File: src/rtl/bstuff_pkg.sv
package bstuff_pkg;
   localparam int BYTE_W = 8;
   localparam int CNT_W  = $clog2(5);

   localparam logic [BYTE_W-1:0] OPC_NOP  = 8'hEA;
   localparam logic [BYTE_W-1:0] OPC_STZ  = 8'h85;
   localparam logic [BYTE_W-1:0] OPC_ROLZ = 8'h26;
   localparam logic [BYTE_W-1:0] OPC_DECZ = 8'hC6;
   localparam logic [BYTE_W-1:0] ZP_TOP   = 8'hFF;

   typedef enum logic [1:0] {
      INS_NOP = 2'd0,
      INS_ST1 = 2'd1,
      INS_RMW = 2'd2
   } ins_e;

   function automatic logic [CNT_W-1:0] ins_last(input ins_e k);
      case (k)
         INS_ST1: return CNT_W'(2);
         INS_RMW: return CNT_W'(4);
         default: return CNT_W'(1);
      endcase
   endfunction
endpackage

File: src/rtl/bstuff_ctrl.sv
module bstuff_ctrl
   import bstuff_pkg::*;
#(
   parameter int DATA_W = 8
) (
   input  logic              clk,
   input  logic              rst_n,
   input  logic              cyc_en,
   input  logic              cmd_valid,
   input  logic              cmd_dbl,
   input  logic [DATA_W-1:0] cmd_a0,
   input  logic [DATA_W-1:0] cmd_d0,
   input  logic [DATA_W-1:0] cmd_a1,
   input  logic [DATA_W-1:0] cmd_d1,
   output logic              cmd_ready,
   output ins_e              ins,
   output logic [CNT_W-1:0]  cnt,
   output logic [DATA_W-1:0] h_a0,
   output logic [DATA_W-1:0] h_d0,
   output logic [DATA_W-1:0] h_a1,
   output logic [DATA_W-1:0] h_d1
);
   logic at_last;

   assign at_last   = (cnt == ins_last(ins));
   assign cmd_ready = cyc_en & at_last;

   always_ff @(posedge clk or negedge rst_n) begin
      if (!rst_n) begin
         ins  <= INS_NOP;
         cnt  <= '0;
         h_a0 <= '0;
         h_d0 <= '0;
         h_a1 <= '0;
         h_d1 <= '0;
      end else if (cyc_en) begin
         if (at_last) begin
            cnt <= '0;
            if (cmd_valid) begin
               ins  <= cmd_dbl ? INS_RMW : INS_ST1;
               h_a0 <= cmd_a0;
               h_d0 <= cmd_d0;
               h_a1 <= cmd_a1;
               h_d1 <= cmd_d1;
            end else begin
               ins <= INS_NOP;
            end
         end else begin
            cnt <= cnt + CNT_W'(1);
         end
      end
   end

   // an instruction that is not finished keeps its kind
   assert_hold_kind_R3: assert property (@(posedge clk) disable iff (!rst_n)
      (cyc_en && !at_last) |=> (ins == $past(ins)));
endmodule

File: src/rtl/bstuff_drive.sv
module bstuff_drive
   import bstuff_pkg::*;
#(
   parameter int DATA_W  = 8,
   parameter bit RMW_DEC = 1'b0
) (
   input  ins_e              ins,
   input  logic [CNT_W-1:0]  cnt,
   input  logic [DATA_W-1:0] h_a0,
   output logic [DATA_W-1:0] data_out,
   output logic              data_oe,
   output logic              wr_cyc,
   output logic              wr_slot
);
   localparam logic [DATA_W-1:0] RMW_OPC = RMW_DEC ? OPC_DECZ : OPC_ROLZ;

   always_comb begin
      data_out = '0;
      data_oe  = 1'b0;
      wr_cyc   = 1'b0;
      wr_slot  = 1'b0;
      case (ins)
         INS_ST1: begin
            case (cnt)
               CNT_W'(0): begin data_out = OPC_STZ; data_oe = 1'b1; end
               CNT_W'(1): begin data_out = h_a0;    data_oe = 1'b1; end
               default:   wr_cyc = 1'b1;
            endcase
         end
         INS_RMW: begin
            case (cnt)
               CNT_W'(0): begin data_out = RMW_OPC; data_oe = 1'b1; end
               CNT_W'(1): begin data_out = ZP_TOP;  data_oe = 1'b1; end
               CNT_W'(2): ;
               CNT_W'(3): wr_cyc = 1'b1;
               default: begin wr_cyc = 1'b1; wr_slot = 1'b1; end
            endcase
         end
         default: begin
            data_out = OPC_NOP;
            data_oe  = 1'b1;
         end
      endcase
   end
endmodule

File: src/rtl/bstuff_mask.sv
module bstuff_mask
   import bstuff_pkg::*;
#(
   parameter int DATA_W  = 8,
   parameter bit RMW_DEC = 1'b0
) (
   input  logic              clk,
   input  logic              rst_n,
   input  logic              cyc_en,
   input  logic              data_valid,
   input  logic              wr_cyc,
   input  logic              wr_slot,
   input  logic              addr_ovr,
   input  logic [DATA_W-1:0] req_a0,
   input  logic [DATA_W-1:0] req_d0,
   input  logic [DATA_W-1:0] req_a1,
   input  logic [DATA_W-1:0] req_d1,
   output logic [DATA_W-1:0] addr_pd,
   output logic [DATA_W-1:0] data_pd,
   output logic              err
);
   logic [DATA_W-1:0] cpu_last, cpu_d, req_d, req_a;
   logic              force1, apply;

   generate
      if (RMW_DEC) begin : g_dec
         assign cpu_last = {{(DATA_W-1){1'b1}}, 1'b0};
      end else begin : g_rol
         assign cpu_last = '1;
      end
   endgenerate

   assign cpu_d  = wr_slot ? cpu_last : '1;
   assign req_d  = wr_slot ? req_d1 : req_d0;
   assign req_a  = wr_slot ? req_a1 : req_a0;
   assign force1 = wr_cyc & (|(req_d & ~cpu_d));
   assign apply  = wr_cyc & data_valid & ~force1;

   assign data_pd = apply ? (~req_d & cpu_d) : '0;
   assign addr_pd = (apply & addr_ovr) ? ~req_a : '0;

   always_ff @(posedge clk or negedge rst_n) begin
      if (!rst_n)                err <= 1'b0;
      else if (cyc_en && force1) err <= 1'b1;
   end

   // the refused-override flag never clears on its own
   assert_err_sticky_R8: assert property (@(posedge clk) disable iff (!rst_n)
      err |=> err);
   // no line is pulled outside the data-valid phase
   assert_pd_phase_R6: assert property (@(posedge clk) disable iff (!rst_n)
      !data_valid |-> (data_pd == '0 && addr_pd == '0));
endmodule

File: src/rtl/bstuff_seq.sv
module bstuff_seq
   import bstuff_pkg::*;
#(
   parameter int DATA_W  = 8,
   parameter bit RMW_DEC = 1'b0
) (
   input  logic              clk,
   input  logic              rst_n,
   input  logic              cyc_en,
   input  logic              data_valid,
   input  logic              cmd_valid,
   output logic              cmd_ready,
   input  logic              cmd_dbl,
   input  logic [DATA_W-1:0] cmd_a0,
   input  logic [DATA_W-1:0] cmd_d0,
   input  logic [DATA_W-1:0] cmd_a1,
   input  logic [DATA_W-1:0] cmd_d1,
   output logic [DATA_W-1:0] data_out,
   output logic              data_oe,
   output logic [DATA_W-1:0] data_pd,
   output logic [DATA_W-1:0] addr_pd,
   output logic              force_err
);
   generate
      if (DATA_W != BYTE_W) begin : g_bad_width
         $error("bstuff_seq: DATA_W must equal the CPU byte width");
      end
   endgenerate

   ins_e              ins;
   logic [CNT_W-1:0]  cnt;
   logic [DATA_W-1:0] h_a0, h_d0, h_a1, h_d1;
   logic              wr_cyc, wr_slot;

   bstuff_ctrl #(.DATA_W(DATA_W)) u_ctrl (
      .clk(clk), .rst_n(rst_n), .cyc_en(cyc_en),
      .cmd_valid(cmd_valid), .cmd_dbl(cmd_dbl),
      .cmd_a0(cmd_a0), .cmd_d0(cmd_d0), .cmd_a1(cmd_a1), .cmd_d1(cmd_d1),
      .cmd_ready(cmd_ready), .ins(ins), .cnt(cnt),
      .h_a0(h_a0), .h_d0(h_d0), .h_a1(h_a1), .h_d1(h_d1)
   );

   bstuff_drive #(.DATA_W(DATA_W), .RMW_DEC(RMW_DEC)) u_drive (
      .ins(ins), .cnt(cnt), .h_a0(h_a0),
      .data_out(data_out), .data_oe(data_oe),
      .wr_cyc(wr_cyc), .wr_slot(wr_slot)
   );

   bstuff_mask #(.DATA_W(DATA_W), .RMW_DEC(RMW_DEC)) u_mask (
      .clk(clk), .rst_n(rst_n), .cyc_en(cyc_en), .data_valid(data_valid),
      .wr_cyc(wr_cyc), .wr_slot(wr_slot), .addr_ovr(ins == INS_RMW),
      .req_a0(h_a0), .req_d0(h_d0), .req_a1(h_a1), .req_d1(h_d1),
      .addr_pd(addr_pd), .data_pd(data_pd), .err(force_err)
   );

   // driving a byte and pulling lines never overlap
   assert_drive_vs_pull_R6: assert property (@(posedge clk) disable iff (!rst_n)
      data_oe |-> (data_pd == '0 && addr_pd == '0));
   // a taken command begins with its opcode fetch
   assert_accept_fetch_R3: assert property (@(posedge clk) disable iff (!rst_n)
      (cmd_valid && cmd_ready) |=> (data_oe &&
         (data_out == OPC_STZ || data_out == OPC_ROLZ || data_out == OPC_DECZ)));
endmodule

File: config.mk
export PLATFORM = sky130hd
export DESIGN_NAME = bstuff_seq
export DESIGN_NICKNAME = d
export VERILOG_FILES = /design/src/rtl/bstuff_pkg.sv /design/src/rtl/bstuff_ctrl.sv /design/src/rtl/bstuff_drive.sv /design/src/rtl/bstuff_mask.sv /design/src/rtl/bstuff_seq.sv
export SDC_FILE = /design/constraint.sdc
export NUM_CORES = 1
export LEC_CHECK = 0
export ABC_AREA = 1
export BUFFER_PORTS_ARGS = -buffer_cell sky130_fd_sc_hd__buf_2
export CORE_AREA = 8 8 73 75
export DETAILED_ROUTE_END_ITERATION = 16
export DIE_AREA = 0 0 81 83
export MAX_ROUTING_LAYER = met4
export PLACE_DENSITY = 0.84
export RECOVER_POWER = 100
export SKIP_LAST_GASP = 1
export SLEW_MARGIN = 20
export SYNTH_ARGS = -nofsm -noshare
export SYNTH_HDL_FRONTEND = slang
export SYNTH_SLANG_ARGS = --single-unit
File: constraint.sdc
create_clock -name clk -period 2.55 [get_ports clk]
set_input_delay 0.1275 -clock clk [delete_from_list [all_inputs] [get_ports clk]]
set_output_delay 0.1275 -clock clk [all_outputs]
set_load 0.05 [all_outputs]
==> summary.md, run 1 <==
| Metric | Value |
|---|---|
| Fillers | 376 |
| Non-Filler Instances | 417 |
| Startpoint types | flip-flop |
| R2r startpoint | u_ctrl.ins[0] |
| CTS Buf Count | 5 |
| M2 GR Usage | 27.9% |
| Worst slew pin tran | 1.98 ns |
| Max-slew violations | 38 |
| Worst R2R End | u_ctrl.cnt[2] |
| Top-count cell post-synth | nand2_1 |
| Synth Warn # | 0 |
| Min-delay src | cmd_d0[7] |
| Largest net degree at the start of global routing | 38 |
| XOR/XNOR Fraction of Synth Area | 1.20% |
| Synth Area in Compound Gates | 1.80% |
| Die ar. | 6720 um^2 |
| Synth cell types | 25 |
| Sequential fraction of the synthesis area | 40.4% |
| Share of cells above drive strength 1 | 22.7% |
| Clk Latency, worst-skew pair | 0.29 ns |
| Commonest cells in the netlist | 126 x nand2_1, 50 x nand4_1, 37 x dfrtp_1 |
| Worst Path Required | 2.42 ns |
| Setup crit end kind | output pin |
| Seq cells post-synth | 37 |
| Ys flop type | dfrtp_1 |
| RePlAce Congestion | 0.928 |
| Worst R2R Setup Slack | 0.24 ns |
| Synth Area in Adders | 3.82% |
| I/O pin total | 65 |
| Simple-gate share of the synthesized area | 44.3% |
| Diodes inserted | 0 |
| Root buffer cell | clkbuf_8 |
| Violated checks | max-capacitance violations, max-slew violations |
| Pwr Density | 1480 nW/um^2 |
| Initial DRT Pass Iterations | 4 |
| GRT busiest layer | met2 |
| Post-synth top area share | 40.4% |
| Count of input and output buffers | 63 |
| H-tree levels | 2 |
| CTS Buffer Depth | 2 |
| CTS tree | built |
| Setup CP Type | reg -> out |
| Antenna Nets Post-Route | 0 |
| Initial Util | 54.6% |
| Worst path arrival time | 2.24 ns |
| Final setup fails | 0 |
| Post-synth ARST share | 100% |
| Clk sink count | 37 |
| Row cnt | 24 |
| Clk_skew | 0.00829 ns |
| Die width | 81 um |
| DR iter-0 viols | 176 |
| Via count | 2,234 |
| Largest area contributor in the netlist | dfrtp_1 |
| Max_cap viols | 1 |
| CTS clk-pin slew, worst paths | 0.07 ns |
| Hold endpoint | u_ctrl.h_d0[7] |
| Vias in the first global route | 2,025 |
| Worst slew margin | -31.7% |
| Worst Path Max Fanout | 18 |
| Initial antenna violation count | 0 |
| Via/cell ratio | 5.36 |
| Met1 usage | 24.3% |
| Fmax | 0.422 GHz |
| Hold depth | 3 |
| Tcrit/Tclk final | 92.9% |
| Total GRT Usage | 18.6% |
| Wire length of the first global-routing pass | 9.76 mm |
| Placed cell count | 405 |
| DR DRC count | 0 |
| Run status | finished, violations left |
| WL/cell | 14.5 um |
| Die height | 83 um |
| Layout area overhead | 18.2% |
| Synth top area cells | dfrtp_1 40%, nand2_1 21%, nand4_1 14%, ha_1 3.8%, nor2_1 2.9% |
| Post-synthesis mux area share | 0% |
| Max VDD drop | 675 uV |
| Number of synthesized flops with an enable pin | 0 |
| Largest family of logic cells by synthesized area | simple AND/OR/NAND/NOR gates |
| FF-to-FF path depth | 10 |
| DRT Wirelength | 6.05 mm |
| Met3 Use GR | 3.77% |
| Hpwl dp | 4.56 mm |
| Mapped cell area | 2290 um^2 |
| Net count, final | 410 |
| RSZ-0062 raised after global routing | false |
| Final worst path period need | 2.37 ns |
| Core area | 4200 um^2 |
| Final hold vios | 0 |
| Congestion Overflow GR | 0 |
| Leakage | 0.00150 uW |
| TNS Setup | 0 ns |
| Post-Synthesis Cells | 303 |
| Mapped Avg Cell Area | 7.57 um^2 |
| Hold Crit Class | in -> reg |
| Post-synth net total | 348 |
## cells by family (layout without fill, tap and decap cells)
logic type / Yosys count / count (layout)
flip-flops: 37 / 37
other: 1 / 1
XOR/XNOR: 1 / 1
AND/OR/NAND/NOR: 214 / 214
buffers and inverters: 37 / 99
adder cells (fa/ha/maj): 7 / 7
AO/OA/AOI/OAI: 6 / 6
## cell usage in the layout (no fill, tap or decap), types with 2 or more instances in the layout
cell type	n
nand2_1	126
nand4_1	50
buf_2	37
dfrtp_1	37
nor2_1	18
clkbuf_2	17
inv_1	14
clkbuf_1	11
nand3_1	10
buf_4	8
ha_1	7
clkbuf_8	6
inv_2	3
a21oi_1	3
nand2_2	2
nand3_4	2
o21ai_0	2
## worst max path at each step
stage	from	endpoint	slack, ns	cells past startpoint
global placement	u_ctrl.ins[0]	u_ctrl.cnt[2]	0.45	10
floorplan	u_ctrl.ins[0]	addr_pd[5]	0.42	10
global route	u_ctrl.cnt[0]	addr_pd[3]	0.006	8
CTS	u_ctrl.cnt[1]	addr_pd[4]	0.08	8
detailed placement	u_ctrl.ins[0]	u_ctrl.cnt[2]	0.40	10
finish	u_ctrl.ins[0]	cmd_ready	0.18	9
## sequential cells by signal (all words and copies together) (netlist names)
signal / flops
u_ctrl.cnt: 3
u_ctrl.h_a0: 8
u_ctrl.h_a1: 8
u_ctrl.h_d0: 8
u_ctrl.h_d1: 8
u_ctrl.ins: 2
## per-layer routing
| metal | share of wire, % | wire [um] | up-vias |
|---|---|---|---|
| met1 | 44 | 2670 | 1015 |
| met2 | 47 | 2850 | 83 |
| met3 | 7.1 | 431 | 7 |
| li1 | - | - | 1129 |
| met5 | 0 | 0 | - |
| met4 | 1.6 | 95 | 0 |
## metrics by stage
| stage | cell area [um^2] | utilization [%] | hold WS [ns] | setup WS (ns) | power [uW] |
|---|---|---|---|---|---|
| floorplan | 2290 | - | -0.168 | 0.424 | 3070 |
| global placement | 2590 | 61.6 | 0.259 | 0.450 | 3480 |
| detailed placement | 2590 | 61.6 | 0.268 | 0.402 | 3540 |
| CTS | 2690 | 63.9 | 0.0805 | 0.0826 | 3950 |
| global route | 2710 | 64.5 | 0.0748 | 0.00595 | 4340 |
| finish | 2710 | 64.5 | 0.0791 | 0.180 | 4010 |
## worst max-delay path, cell delays in order (launching register included)
cell and delay (ns):
dfrtp_1 0.40, inv_1 0.06, ha_1 0.44, inv_2 0.10
nand2_1 0.08, nand2_2 0.09, nor2_8 0.26, nand3_1 0.17
inv_1 0.09, clkbuf_2 0.27
## where the power goes
group | switching, uW | leakage, uW | internal (uW)
Clock | 193 | 0.0000443 | 214
Combinational | 1830 | 0.000988 | 696
Sequential | 220 | 0.000468 | 858
## cell type report
type	instances	area, um^2	area share (%)
Clock buffer	7	86.3	3.18
Tap cell	52	65.1	2.40
Inverter	19	75.1	2.77
Multi-Input combinational cell	229	1180	43.6
Timing Repair Buffer	73	378	13.9
Sequential cell	37	926	34.1
## repair_timing
action / in CTS / in global routing
gates resized for setup: 0 / 2
hold buffers: 1 / 0
endpoints found under the setup margin: 0 / 16
hold endpoints to repair: 37 / 0
buffers inserted: 0 / 4
Note: power is estimated with default switching activity, not from simulation.
==> inputs of run 2 (changes only) <==
--- a/config.mk
+++ b/config.mk
@@ -7,9 +7,9 @@
 export LEC_CHECK = 0
 export ABC_AREA = 1
 export BUFFER_PORTS_ARGS = -buffer_cell sky130_fd_sc_hd__buf_2
-export CORE_AREA = 8 8 73 75
+export CORE_AREA = 2 2 67 69
 export DETAILED_ROUTE_END_ITERATION = 16
-export DIE_AREA = 0 0 81 83
+export DIE_AREA = 0 0 69 71
 export MAX_ROUTING_LAYER = met4
 export PLACE_DENSITY = 0.84
 export RECOVER_POWER = 100
==> run 2 against run 1 <==
The run now ends clean. Sequential power about the same. Fmax decreased by 0.88%. Routed wire length decreased by 3.7%. Via count increased by 3.0%. Clock power increased by 1%. Die area decreased by 27%. Largest power group unchanged. Total power decreased by 0.15%. Global-route usage increased by 7.0 points. Critical path depth decreased by 1. Count of clock-buffer cells in the layout unchanged.
==> summary.md, run 2 (synthesized netlist as in run 1, its figures left out) <==
| Metric | Value |
|---|---|
| Post-layout worst setup margin | 0.159 ns (was 0.180 ns) |
| Fillers | 393 (was 376) |
| DRT Wirelength | 5.82 mm (was 6.05 mm) |
| Pwr Density | 1480 nW/um^2 (about the same) |
| Leakage | 0.00150 uW (about the same) |
| Worst slack, placed | 0.394 ns (was 0.402 ns) |
| Fmax | 0.418 GHz (was 0.422 GHz) |
| Die width | 69 um (was 81 um) |
| Setup CP Type | reg -> out (unchanged) |
| Initial DRT Pass Iterations | 4 (unchanged) |
| Clk_skew | 0.00825 ns (was 0.00829 ns) |
| Net count, final | 409 (was 410) |
| CTS clk-pin slew, worst paths | 0.07 ns (about the same) |
| Total GRT Usage | 25.7% (was 18.6%) |
| RSZ-0062 raised after global routing | false (unchanged) |
| RePlAce Congestion | 0.962 (was 0.928) |
| Sw Pwr | 2260 uW (was 2250 uW) |
| Wire length of the first global-routing pass | 9.72 mm (was 9.76 mm) |
| Commonest cells after routing, fill and taps aside | 126 x nand2_1, 50 x nand4_1, 38 x buf_2 (was 126 x nand2_1, 50 x nand4_1, 37 x buf_2, 37 x dfrtp_1, 18 x nor2_1) |
| H-tree levels | 2 (unchanged) |
| Startpoint types | flip-flop (unchanged) |
| Max-slew violations | 0 (was 38) |
| R2r startpoint | u_ctrl.ins[0] (unchanged) |
| FF-to-FF path depth | 10 (unchanged) |
| CTS Buffer Depth | 2 (unchanged) |
| Tcrit/Tclk final | 93.8% (was 92.9%) |
| Cell internal pwr | 1750 uW (was 1770 uW) |
| Worst Path Required | 2.42 ns (about the same) |
| DR iter-0 viols | 194 (was 176) |
| Run status | finished, final reports clean (was finished, violations left) |
| Hold depth | 3 (unchanged) |
| Clk pwr share | 10.3% (was 10.1%) |
| Die ar. | 4900 um^2 (was 6720 um^2) |
| Final Util | 64.3% (was 64.5%) |
| I/O pin total | 65 (unchanged) |
| Core area | 4200 um^2 (unchanged) |
| Clk Latency, worst-skew pair | 0.30 ns (was 0.29 ns) |
| Largest net degree at the start of global routing | 38 (unchanged) |
| Final setup fails | 0 (unchanged) |
| Root buffer cell | clkbuf_8 (unchanged) |
| Dpl cell area | 2590 um^2 (unchanged) |
| Diodes inserted | 0 (unchanged) |
| Count of input and output buffers | 63 (unchanged) |
| WL/cell | 14.0 um (was 14.5 um) |
| Hold Crit Class | in -> reg (unchanged) |
| CTS Buf Count | 5 (unchanged) |
| DR DRC count | 0 (unchanged) |
| Worst R2R Setup Slack | 0.26 ns (was 0.24 ns) |
| Min-delay src | cmd_d0[6] (was cmd_d0[7]) |
| Worst slew margin | 39.6% (was -31.7%) |
| Layout area overhead | 17.9% (was 18.2%) |
| Logic gate share of total power | 62.6% (was 63.0%) |
| Initial antenna violation count | 0 (unchanged) |
| Setup crit end kind | output pin (unchanged) |
| Congestion Overflow GR | 0 (unchanged) |
| Worst path arrival time | 2.26 ns (was 2.24 ns) |
| Sw Share | 56.3% (was 56.0%) |
| Final hold vios | 0 (unchanged) |
| Via/cell ratio | 5.53 (was 5.36) |
| Via count | 2,300 (was 2,234) |
| Max_cap viols | 0 (was 1) |
| Worst Path Max Fanout | 8 (was 18) |
| TNS Setup | 0 ns (unchanged) |
| Final Instance Area | 2710 um^2 (about the same) |
| Vias in the first global route | 2,036 (was 2,025) |
| Hpwl dp | 4.33 mm (was 4.56 mm) |
| Max VDD drop | 750 uV (was 675 uV) |
| Initial Util | 54.6% (unchanged) |
| Worst slew pin tran | 0.906 ns (was 1.98 ns) |
| Share of cells above drive strength 1 | 22.5% (was 22.7%) |
| Clk sink count | 37 (unchanged) |
| Die height | 71 um (was 83 um) |
| Final worst path period need | 2.39 ns (was 2.37 ns) |
| Row cnt | 24 (unchanged) |
| Register share of total power | 27.2% (was 26.8%) |
| Antenna Nets Post-Route | 0 (unchanged) |
| Worst R2R End | u_ctrl.cnt[2] (unchanged) |
| Commonest non-fill, non-tap cell in the layout | nand2_1 (unchanged) |
| CTS tree | built (unchanged) |
| Hold endpoint | u_ctrl.h_d0[6] (was u_ctrl.h_d0[7]) |
run 2: area by class of cell:
| class | instances | area, um^2 | share of cell area (%) |
|---|---|---|---|
| inverter | 19 | 75.1 | 2.78 |
| timing repair buffer | 72 | 372 | 13.7 |
| tap | 52 | 65.1 | 2.41 |
| sequential | 37 | 926 | 34.2 |
| clock buffer | 7 | 86.3 | 3.19 |
| multi-input combinational | 229 | 1180 | 43.7 |
run 2: power groups by stage:
stage	Combinational (uW)	Sequential (uW)	Clock [uW]
3_5_place_dp	2460	1080	0
2_1_floorplan	2070	1000	0
6_report	2510	1090	412
4_1_cts	2470	1080	408
5_1_grt	2760	1110	439
3_3_place_gp	2390	1080	0
run 2: through the flow:
stage | power, uW | cells | hold WS, ns
after global placement | 3470 | 405 | 0.255
after floorplan | 3070 | 303 | -0.168
after detailed placement | 3540 | 405 | 0.259
after CTS | 3950 | 413 | 0.0841
after global routing | 4310 | 416 | 0.0854
final | 4010 | 416 | 0.0815
run 2: worst max-delay path: stages (launching register included):
cell	delay (ns)
dfrtp_1	0.44
inv_1	0.12
ha_1	0.26
nand2_1	0.15
nand2_2	0.10
nor2_4	0.15
nand4_2	0.23
nor2_1	0.22
clkbuf_2	0.30
run 2: timing repair:
action	CTS	global route
hold buffers	1	0
setup buffers	0	3
endpoints found under the setup margin	0	16
hold endpoints to repair	37	0
resized for setup	0	2
run 2: layer usage:
metal  share of wire, %  global-route usage, %  vias up
li1                   -                      -     1126
met1                 43                   34.3     1075
met2                 48                   38.4       81
met3                6.7                   4.84       18
met4                2.7                   11.1        0
met5                  0                      -        -
run 2: how the worst max path moves through the flow:
stage / cells past startpoint / slack, ns / end / from
CTS: 8 / 0.07 / addr_pd[1] / u_ctrl.cnt[1]
detailed placement: 8 / 0.39 / addr_pd[1] / u_ctrl.cnt[1]
global placement: 8 / 0.47 / addr_pd[1] / u_ctrl.cnt[1]
global route: 9 / 0.03 / cmd_ready / u_ctrl.ins[0]
floorplan: 10 / 0.42 / addr_pd[5] / u_ctrl.ins[0]
finish: 8 / 0.16 / addr_pd[1] / u_ctrl.cnt[0]
